<file path="src/rtl/tmon_irq_pkg.sv">
package tmon_irq_pkg;
  localparam int DATA_W   = 8;
  localparam int ADDR_W   = 8;
  localparam int NUM_STAT = 3;
  localparam int NUM_EVT  = 3;
  localparam int NUM_SRC  = NUM_STAT + NUM_EVT;

  localparam logic [ADDR_W-1:0] ADDR_STAT = 8'h00;
  localparam logic [ADDR_W-1:0] ADDR_EVT  = 8'h01;
  localparam logic [ADDR_W-1:0] ADDR_MASK = 8'h02;
  localparam logic [ADDR_W-1:0] ADDR_CTRL = 8'h03;

  localparam int IDX_OOF = 0;
  localparam int IDX_OOS = 1;
  localparam int IDX_AIS = 2;
  localparam int IDX_BIT = 3;
  localparam int IDX_FRM = 4;
  localparam int IDX_CRC = 5;
endpackage

</file>
<file path="src/rtl/tmon_sync.sv">
module tmon_sync #(
  parameter int WIDTH  = 3,
  parameter int STAGES = 2
) (
  input  logic             clk,
  input  logic             rst_n,
  input  logic [WIDTH-1:0] async_i,
  output logic [WIDTH-1:0] lvl_o,
  output logic [WIDTH-1:0] chg_o
);
  logic [WIDTH-1:0] stage_q [STAGES];
  logic [WIDTH-1:0] stage_d [STAGES];
  logic [WIDTH-1:0] prev_q;

  generate
    for (genvar s = 0; s < STAGES; s++) begin : g_stage
      if (s == 0) begin : g_first
        always_comb stage_d[s] = async_i;
      end else begin : g_rest
        always_comb stage_d[s] = stage_q[s-1];
      end
      always_ff @(posedge clk or negedge rst_n) begin
        if (!rst_n) stage_q[s] <= '0;
        else        stage_q[s] <= stage_d[s];
      end
    end
  endgenerate

  always_ff @(posedge clk or negedge rst_n) begin
    if (!rst_n) prev_q <= '0;
    else        prev_q <= stage_q[STAGES-1];
  end

  assign lvl_o = stage_q[STAGES-1];
  assign chg_o = stage_q[STAGES-1] ^ prev_q;
endmodule

</file>
<file path="src/rtl/tmon_evt_latch.sv">
module tmon_evt_latch #(
  parameter int WIDTH = 6
) (
  input  logic             clk,
  input  logic             rst_n,
  input  logic [WIDTH-1:0] set_i,
  input  logic [WIDTH-1:0] clr_i,
  output logic [WIDTH-1:0] evt_o
);
  logic [WIDTH-1:0] evt_q;
  logic [WIDTH-1:0] evt_d;
  logic             evt_en;

  always_comb begin
    evt_en = |set_i || |clr_i;
    evt_d  = (evt_q & ~clr_i) | set_i;
  end

  always_ff @(posedge clk or negedge rst_n) begin
    if (!rst_n)      evt_q <= '0;
    else if (evt_en) evt_q <= evt_d;
  end

  assign evt_o = evt_q;
endmodule

</file>
<file path="src/rtl/tmon_regif.sv">
module tmon_regif
  import tmon_irq_pkg::*;
(
  input  logic              clk,
  input  logic              rst_n,
  input  logic              rd_i,
  input  logic              wr_i,
  input  logic [ADDR_W-1:0] addr_i,
  input  logic [DATA_W-1:0] wdata_i,
  input  logic [NUM_STAT-1:0] stat_i,
  input  logic [NUM_SRC-1:0]  evt_i,
  output logic [NUM_SRC-1:0]  mask_o,
  output logic                cor_o,
  output logic [NUM_SRC-1:0]  clr_o,
  output logic [DATA_W-1:0]   rdata_o
);
  logic [NUM_SRC-1:0] mask_q, mask_d;
  logic               cor_q, cor_d;
  logic [DATA_W-1:0]  rdata_q, rdata_d;
  logic               mask_en, cor_en;

  always_comb begin
    mask_en = wr_i && (addr_i == ADDR_MASK);
    cor_en  = wr_i && (addr_i == ADDR_CTRL);
    mask_d  = wdata_i[NUM_SRC-1:0];
    cor_d   = wdata_i[0];

    rdata_d = '0;
    case (addr_i)
      ADDR_STAT: rdata_d[NUM_STAT-1:0] = stat_i;
      ADDR_EVT:  rdata_d[NUM_SRC-1:0]  = evt_i;
      ADDR_MASK: rdata_d[NUM_SRC-1:0]  = mask_q;
      ADDR_CTRL: rdata_d[0]            = cor_q;
      default:   rdata_d               = '0;
    endcase

    clr_o = '0;
    if (cor_q) begin
      if (rd_i && addr_i == ADDR_EVT) clr_o = '1;
    end else begin
      if (wr_i && addr_i == ADDR_EVT) clr_o = wdata_i[NUM_SRC-1:0];
    end
  end

  always_ff @(posedge clk or negedge rst_n) begin
    if (!rst_n)       mask_q <= '0;
    else if (mask_en) mask_q <= mask_d;
  end

  always_ff @(posedge clk or negedge rst_n) begin
    if (!rst_n)      cor_q <= 1'b0;
    else if (cor_en) cor_q <= cor_d;
  end

  always_ff @(posedge clk or negedge rst_n) begin
    if (!rst_n)    rdata_q <= '0;
    else if (rd_i) rdata_q <= rdata_d;
  end

  assign mask_o  = mask_q;
  assign cor_o   = cor_q;
  assign rdata_o = rdata_q;
endmodule

</file>
<file path="src/rtl/tmon_irq_bank.sv">
module tmon_irq_bank
  import tmon_irq_pkg::*;
#(
  parameter int SYNC_STAGES = 2
) (
  input  logic              clk,
  input  logic              rst_n,
  input  logic              stat_oof_i,
  input  logic              stat_oos_i,
  input  logic              stat_ais_i,
  input  logic              evt_bit_err_i,
  input  logic              evt_frm_err_i,
  input  logic              evt_crc_err_i,
  input  logic              crc_mode_en_i,
  input  logic              reg_rd_i,
  input  logic              reg_wr_i,
  input  logic [ADDR_W-1:0] reg_addr_i,
  input  logic [DATA_W-1:0] reg_wdata_i,
  output logic [DATA_W-1:0] reg_rdata_o,
  output logic              irq_o
);
  logic rst_meta_q, rst_sync_n;

  always_ff @(posedge clk or negedge rst_n) begin
    if (!rst_n) begin
      rst_meta_q <= 1'b0;
      rst_sync_n <= 1'b0;
    end else begin
      rst_meta_q <= 1'b1;
      rst_sync_n <= rst_meta_q;
    end
  end

  logic [NUM_STAT-1:0] stat_raw, stat_lvl, stat_chg;
  logic [NUM_EVT-1:0]  evt_raw;
  logic [NUM_SRC-1:0]  set_vec, clr_vec, evt_q, mask_q;
  logic                cor_q;
  logic                irq_q, irq_d;

  assign stat_raw = {stat_ais_i, stat_oos_i, stat_oof_i};
  assign evt_raw  = {evt_crc_err_i & crc_mode_en_i, evt_frm_err_i, evt_bit_err_i};
  assign set_vec  = {evt_raw, stat_chg};

  tmon_sync #(.WIDTH(NUM_STAT), .STAGES(SYNC_STAGES)) u_sync (
    .clk     (clk),
    .rst_n   (rst_sync_n),
    .async_i (stat_raw),
    .lvl_o   (stat_lvl),
    .chg_o   (stat_chg)
  );

  tmon_evt_latch #(.WIDTH(NUM_SRC)) u_latch (
    .clk   (clk),
    .rst_n (rst_sync_n),
    .set_i (set_vec),
    .clr_i (clr_vec),
    .evt_o (evt_q)
  );

  tmon_regif u_regif (
    .clk     (clk),
    .rst_n   (rst_sync_n),
    .rd_i    (reg_rd_i),
    .wr_i    (reg_wr_i),
    .addr_i  (reg_addr_i),
    .wdata_i (reg_wdata_i),
    .stat_i  (stat_lvl),
    .evt_i   (evt_q),
    .mask_o  (mask_q),
    .cor_o   (cor_q),
    .clr_o   (clr_vec),
    .rdata_o (reg_rdata_o)
  );

  always_comb irq_d = |(evt_q & ~mask_q);

  always_ff @(posedge clk or negedge rst_sync_n) begin
    if (!rst_sync_n) irq_q <= 1'b0;
    else             irq_q <= irq_d;
  end

  assign irq_o = irq_q;
endmodule

</file>
<file path="config.mk">
export PLATFORM = sky130hd
export DESIGN_NAME = tmon_irq_bank
export DESIGN_NICKNAME = d
export VERILOG_FILES = /design/src/rtl/tmon_irq_pkg.sv /design/src/rtl/tmon_sync.sv /design/src/rtl/tmon_evt_latch.sv /design/src/rtl/tmon_regif.sv /design/src/rtl/tmon_irq_bank.sv
export SDC_FILE = /design/constraint.sdc
export NUM_CORES = 1
export LEC_CHECK = 0
export BUFFER_PORTS_ARGS = -buffer_cell sky130_fd_sc_hd__buf_4
export CORE_MARGIN = 5
export CORE_UTILIZATION = 51
export DETAILED_ROUTE_END_ITERATION = 8
export PLACE_DENSITY = 0.79
export SLEW_MARGIN = 20
export SYNTH_ARGS = -nofsm -noshare
export SYNTH_HDL_FRONTEND = slang
export SYNTH_SLANG_ARGS = --single-unit
</file>
<file path="constraint.sdc">
create_clock -name clk -period 1.1 [get_ports clk]
set_input_delay 0.11 -clock clk [delete_from_list [all_inputs] [get_ports clk]]
set_output_delay 0.11 -clock clk [all_outputs]
set_load 0.05 [all_outputs]
</file>
==> Word-level counts from Yosys, hierarchy flattened <==
Index checks and enable logic that the tools add are counted.
W data, S select, Z words.
{ "totals": {"ff_bits": 31, "output_inout_bits": 9, "input_bits": 27} }
{ "op_classes": {"n_mux": 6, "n_eq_ne": 3, "n_bitwise": 7, "reduce_logical": 9} }
{ "op_table": {"columns": ["cell", "count"], "rows": [
  ["$mux W6", 3],
  ["$reduce_or A6 Y1", 3],
  ["$eq A8 B2 Y1 const B", 2],
  ["$and A6 B6 Y6", 2],
  ["$not A6 Y6", 2],
  ["$eq A8 B1 Y1 const B", 1],
  ["$logic_not A8 Y1", 1],
  ["$or A6 B6 Y6", 1],
  ["$pmux W2 S3", 1],
  ["$pmux W3 S2", 1],
  ["$logic_and A1 B1 Y1", 4],
  ["$pmux W1 S4", 1],
  ["$xor A3 B3 Y3", 1],
  ["$and A1 B1 Y1", 1],
  ["$logic_or A1 B1 Y1", 1]
]} }

==> Longest topological paths before layout <==
{ "logic_depth": {"ltp_word": 7, "depth_mapped": 4, "ltp_nobuf": 3} }

==> Hierarchy <==
Synthesis repeated with hierarchy kept, for this count alone.
{ "hier_totals": {"cells_unflattened": 119, "hier_area_um2": 1361.3} }
{ "modules_own_cells": {"columns": ["module", "area_each_um2", "cells_per_inst", "instances", "seq_area_each_um2"], "rows": [
  ["tmon_regif", 759.5, 74, 1, 325.3],
  ["tmon_sync", 251.5, 12, 1, 225.2],
  ["tmon_evt_latch", 217.7, 18, 1, 150.1],
  ["tmon_irq_bank", 132.6, 15, 1, 75.1]
]} }

==> Worst setup path after synthesis <==
OpenSTA, ideal clock, no wires.
{ "synth_path": {"path_kind": "input-to-reg", "startpoint": "input port reg_addr_i[3]", "endpoint": "register u_regif.cor_q, in the netlist u_regif.cor_o", "setup_ns": 0.132, "required_ns": 0.968, "path_stages": 4, "t_arrival_ns": 1.085, "path_slack_ns": -0.117, "n_path_buf": 1, "cell_sequence": "or4_4 -> buf_6 -> o31ai_1 -> o31ai_1"} }
{ "synth_via": {"elab_chain_cells": 2} }
{ "synth_lines": {"columns": ["item", "line", "rtl"], "rows": [
  ["start, declared", "tmon_irq_bank.sv:17", "input logic [ADDR_W-1:0] reg_addr_i,"],
  ["$eq A8 B2 Y1", "tmon_regif.sv:24", "cor_en = wr_i && (addr_i == ADDR_CTRL);"],
  ["$logic_and A1 B1 Y1", "tmon_regif.sv:24", null],
  ["end signal, assigned", "tmon_regif.sv:52", "else if (cor_en) cor_q <= cor_d;"],
  ["end, declared", "tmon_regif.sv:18", "logic cor_q, cor_d;"]
]} }
No other way between the ends.
A chain may end at the register's enable or synchronous reset.

==> Final worst setup path <==
{ "layout_path": {"startpoint": "register u_regif.cor_q, in the netlist u_regif.cor_o", "endpoint": "register u_latch.evt_q[4], in the netlist u_latch.evt_o[4]"} }
{ "layout_via": {"elab_chain_cells": 4, "word_cells_on_any_way": 6, "classes_between": "mux (1); bitwise (3); reduce/logical (2)"} }
{ "layout_lines": {"columns": ["item", "line", "rtl"], "rows": [
  ["$mux W6 (*)", "tmon_regif.sv:38", "if (cor_q) begin"],
  ["$not A6 Y6", "tmon_evt_latch.sv:16", "evt_d = (evt_q & ~clr_i) | set_i;"],
  ["$and A6 B6 Y6", "tmon_evt_latch.sv:16", null],
  ["$or A6 B6 Y6", "tmon_evt_latch.sv:16", null],
  ["end signal, assigned", "tmon_evt_latch.sv:21", "else if (evt_en) evt_q <= evt_d;"],
  ["end, declared", "tmon_evt_latch.sv:10", "logic [WIDTH-1:0] evt_q;"]
]} }
Mark *: on every way between the ends. The rest lies on a longest branch, timed or not.

==> flow_metrics.py <==
metrics = {
    "run_status": {
        "outcome": "finished, violations left",
        "violations": "setup timing",
    },
    "setup_path": {
        "critical_r2r_launch": "u_regif.cor_o$_DFFE_PN0P_",
        "cpMaxStageDelayCell": "sky130_fd_sc_hd__dfrtp_1",
        "worstReg2RegEnd": "u_latch.evt_o[4]$_DFFE_PN0P_",
        "critPathRequiredTime_ps": 1300,
        "cp_cell_sequence": "nand4bb_4, nor3_4, a311oi_1",
        "reg2reg_setup_slack_ps": -90,
        "end_kind": "register",
        "worst-setup-path-type": "register to register",
        "cp_max_fo": 5,
        "critical-path-max-stage-delay_ps": 440,
        "setup.worst_path.start_class": "register",
        "r2r_cells": 3,
        "cp_data_arrival_time_ps": 1390,
    },
    "power": {
        "power.sequential.fraction": 0.492,
        "switching_share": 0.231,
        "internal_portion_of_total_power_uw": 1870,
        "pwr_density_cell_nw_per_um2": 1220,
        "leakagePower_uw": 0.000935,
        "worst_ir_drop_vdd_v": 0.00134,
        "share_comb_of_total_power": 0.126,
        "pwr-share-clk": 0.382,
        "power_switching_uw": 562,
    },
    "floorplanning": {
        "die_h_um": 61.6,
        "fp-row-count": 18,
        "die_width_um": 61.6,
        "design.core.area_um2": 2520,
        "design.die.area_um2": 3790,
        "initial_core_utilization": 0.538,
        "pin_count": 36,
    },
    "logic_synthesis": {
        "number_of_enable_flip_flop_cells_after_synthesis": 0,
        "synth-seq-cells": 31,
        "dominant_combinational_cell_family_by_area_after_synthesis": "compound AO/OA/AOI/OAI gates",
        "complex_gate_fraction_of_the_synthesized_area": 0.140,
        "ys_top_cells_by_area": "sky130_fd_sc_hd__dfrtp_1, sky130_fd_sc_hd__o31ai_1, sky130_fd_sc_hd__mux2_2, sky130_fd_sc_hd__inv_1, sky130_fd_sc_hd__nor4_1",
        "synth_mux_area_frac": 0.0811,
        "synth-simple-area-share": 0.118,
        "count_of_mapped_cells_out_of_synthesis": 116,
        "post_synth_fa_ha_maj_area_fraction": 0,
        "synth_xor_xnor_area_share": 0.0194,
        "yosysTopAreaCellShare": 0.571,
        "yosys.area.top_type": "sky130_fd_sc_hd__dfrtp_1",
        "ys_async_sr_fraction": 1.00,
        "dominantRegCellSynth": "sky130_fd_sc_hd__dfrtp_1",
        "synth.distinct_cells": 33,
        "post_synthesis_instance_area_um2": 1360,
        "synthesis.yosys.warnings": 0,
        "yosysSeqAreaShare": 0.571,
        "post_synth.cell_area_avg_um2": 11.7,
    },
    "clocking": {
        "post_cts_setup_buffer_count": 0,
        "cts_buffers": 5,
        "buffers_from_clock_root_to_sink_at_most": 2,
        "clockRootBuffer": "sky130_fd_sc_hd__clkbuf_4",
        "htree_levels": 2,
        "clk_latency_ps": 330,
        "cts.sinks": 31,
        "tritoncts": "done",
        "clkSlewWorstSetupHoldPaths_ps": 100,
    },
    "worst_hold_path": {
        "hold_path.startpoint": "reg_wdata_i[0]",
        "timing.hold.worst_path_depth": 2,
        "worstHoldEndpoint": "u_regif.mask_o[0]$_DFFE_PN0P_",
        "min_path_type": "primary input to register",
    },
    "detailed_routing": {
        "drt-pass1-iter-count": 5,
        "detail_route.wirelength_mm": 3.33,
        "avgViaCountPerCell": 5.42,
        "route.detailed.drc": 0,
        "antenna_violation_net_count_after_detailed_routing": 0,
        "avgRoutedWirePerCell_um": 16.3,
        "routed-via-count": 1105,
        "first_iter_violations": 34,
    },
    "timing": {
        "worst_clock_skew_on_the_final_layout_ps": 5.29,
        "maxClockFrequency_mhz": 844,
        "hold_violations": 0,
        "setup_repair_after_global_routing_missed_its_margin": "true",
        "slew_violations": 0,
        "fin_crit_sh": 1.08,
        "finalSetupViolCount": 7,
        "period_minus_slack_ps": 1190,
        "layout_setup_ws_ps": -85.5,
    },
    "global_routing": {
        "gr-total-overflow": 0,
        "pin_count_of_the_biggest_net_entering_global_routing": 17,
        "initial_antenna_violation_count": 0,
        "wire_length_of_the_first_global_routing_pass_mm": 5.20,
        "global_route_usage_over_all_layers": 0.196,
        "first_global_vias": 1119,
    },
    "cells_and_area": {
        "n_fill_cell": 160,
        "layout.cell_area.non_filler_um2": 1980,
        "regArea_um2": 776,
        "n_antenna_cell": 0,
        "design.final.nets": 200,
        "drive_gt1_frac": 0.460,
        "area_delta_synth_final_pct": 46.1,
        "multi_input_comb_area_um2": 602,
    },
    "placement": {
        "portBuffers": 31,
        "global_placer_s_final_weighted_congestion": 0.848,
        "place_worst_setup_slack_ps": -354,
        "post_dp_cell_area_um2": 1750,
        "dp.final_hpwl_mm": 2.29,
    },
    "run": {
        "max-cap-violations": 0,
    },
}
## layer usage
metal	track usage	part of all wire
met2	0.326	0.49
met1	0.243	0.41
met3	0.0629	0.074
met4	0.0606	0.017
met5	0	0
## registers in the layout (all words and copies together), names as in the netlist
name and flops:
u_sync.prev_q 3, u_latch.evt_o 6, u_regif.cor_o 1, u_regif.rdata_o 6
rst_meta_q 1, u_sync.lvl_o 3, irq_o 1, rst_sync_n 1
u_regif.mask_o 6, u_sync.stage_d 3
## kinds of logic after synthesis
group                  after synthesis
AO/OA/AOI/OAI                       26
XOR/XNOR                             3
buffers and inverters               19
flip-flops                          31
multiplexers                         9
other                                2
AND/OR/NAND/NOR                     26
## worst max-delay path by stage
| stage | start | to | slack [ps] | depth (start not counted) |
|---|---|---|---|---|
| after floorplan | reg_addr_i[3] | u_regif.cor_o$_DFFE_PN0P_ | -90 | 4 |
| after global placement | reg_addr_i[3] | u_latch.evt_o[3]$_DFFE_PN0P_ | -260 | 4 |
| after detailed placement | reg_addr_i[3] | u_latch.evt_o[4]$_DFFE_PN0P_ | -350 | 4 |
| after CTS | u_regif.cor_o$_DFFE_PN0P_ | u_latch.evt_o[4]$_DFFE_PN0P_ | -50 | 3 |
| after global routing | u_regif.cor_o$_DFFE_PN0P_ | u_latch.evt_o[4]$_DFFE_PN0P_ | -150 | 3 |
| final | u_regif.cor_o$_DFFE_PN0P_ | u_latch.evt_o[4]$_DFFE_PN0P_ | -90 | 3 |
## per-stage QoR
step	power, uW	std cells	hold slack [ps]	util	setup TNS [ps]
global placement	1470	188	-108	0.692	-3510
CTS	2440	204	4.38	0.776	-239
detailed placement	1480	188	-107	0.692	-4030
global route	2520	204	3.35	0.786	-789
floorplan	1340	117	-186	-	-1010
finish	2430	204	16.6	0.786	-334
## layout make-up
| type | count | share of cell area |
|---|---|---|
| Tap cell | 30 | 0.0189 |
| Sequential cell | 31 | 0.391 |
| Clock buffer | 6 | 0.0259 |
| Inverter | 14 | 0.0265 |
| Clock inverter | 2 | 0.0177 |
| Multi-Input combinational cell | 67 | 0.303 |
| Timing Repair Buffer | 54 | 0.216 |
## worst max-delay path: cells and delay by family (launching register included)
| kind | cells | cell delay [ps] |
|---|---|---|
| AND/OR/NAND/NOR | 2 | 500 |
| flip-flops | 1 | 440 |
| AO/OA/AOI/OAI | 1 | 120 |
## cells in the mapped netlist (all sizes together), types with 2 or more instances
library cell	number
xnor2	3
dfrtp	31
mux2i	2
nand2	5
buf	4
o2bb2ai	3
inv	13
o31ai	9
a2bb2oi	2
conb	2
mux2	6
nor4	7
nor2	3
nand3	2
a22oi	3
o21ai	4
o22ai	3
a311oi	2
## layout by cell type, fill, tap and decap left out, drive strengths merged, types with 4 or more instances in the layout
cell type / netlist / routed
dfrtp: 31 / 31
mux2: 6 / 6
o21ai: 4 / 4
nor4: 7 / 7
inv: 13 / 13
o31ai: 9 / 9
dlygate4sd3: 0 / 8
buf: 4 / 46
nand2: 5 / 5
clkbuf: 1 / 6
## power groups by stage
stage / sequential [uW] / combinational (uW) / clock [uW]
floorplan: 1230 / 114 / 0
global placement: 1220 / 255 / 0
detailed placement: 1220 / 262 / 0
CTS: 1190 / 294 / 950
global route: 1200 / 330 / 989
finish: 1200 / 305 / 928
## what timing repair did
| item | CTS | global route |
|---|---|---|
| endpoints found under the hold margin | 8 | 0 |
| hold buffers | 8 | 0 |
| pin swaps | 4 | 0 |
| endpoints found under the setup margin | 7 | 9 |
| gates resized for setup | 8 | 5 |
(Power assumes the default switching activity.)
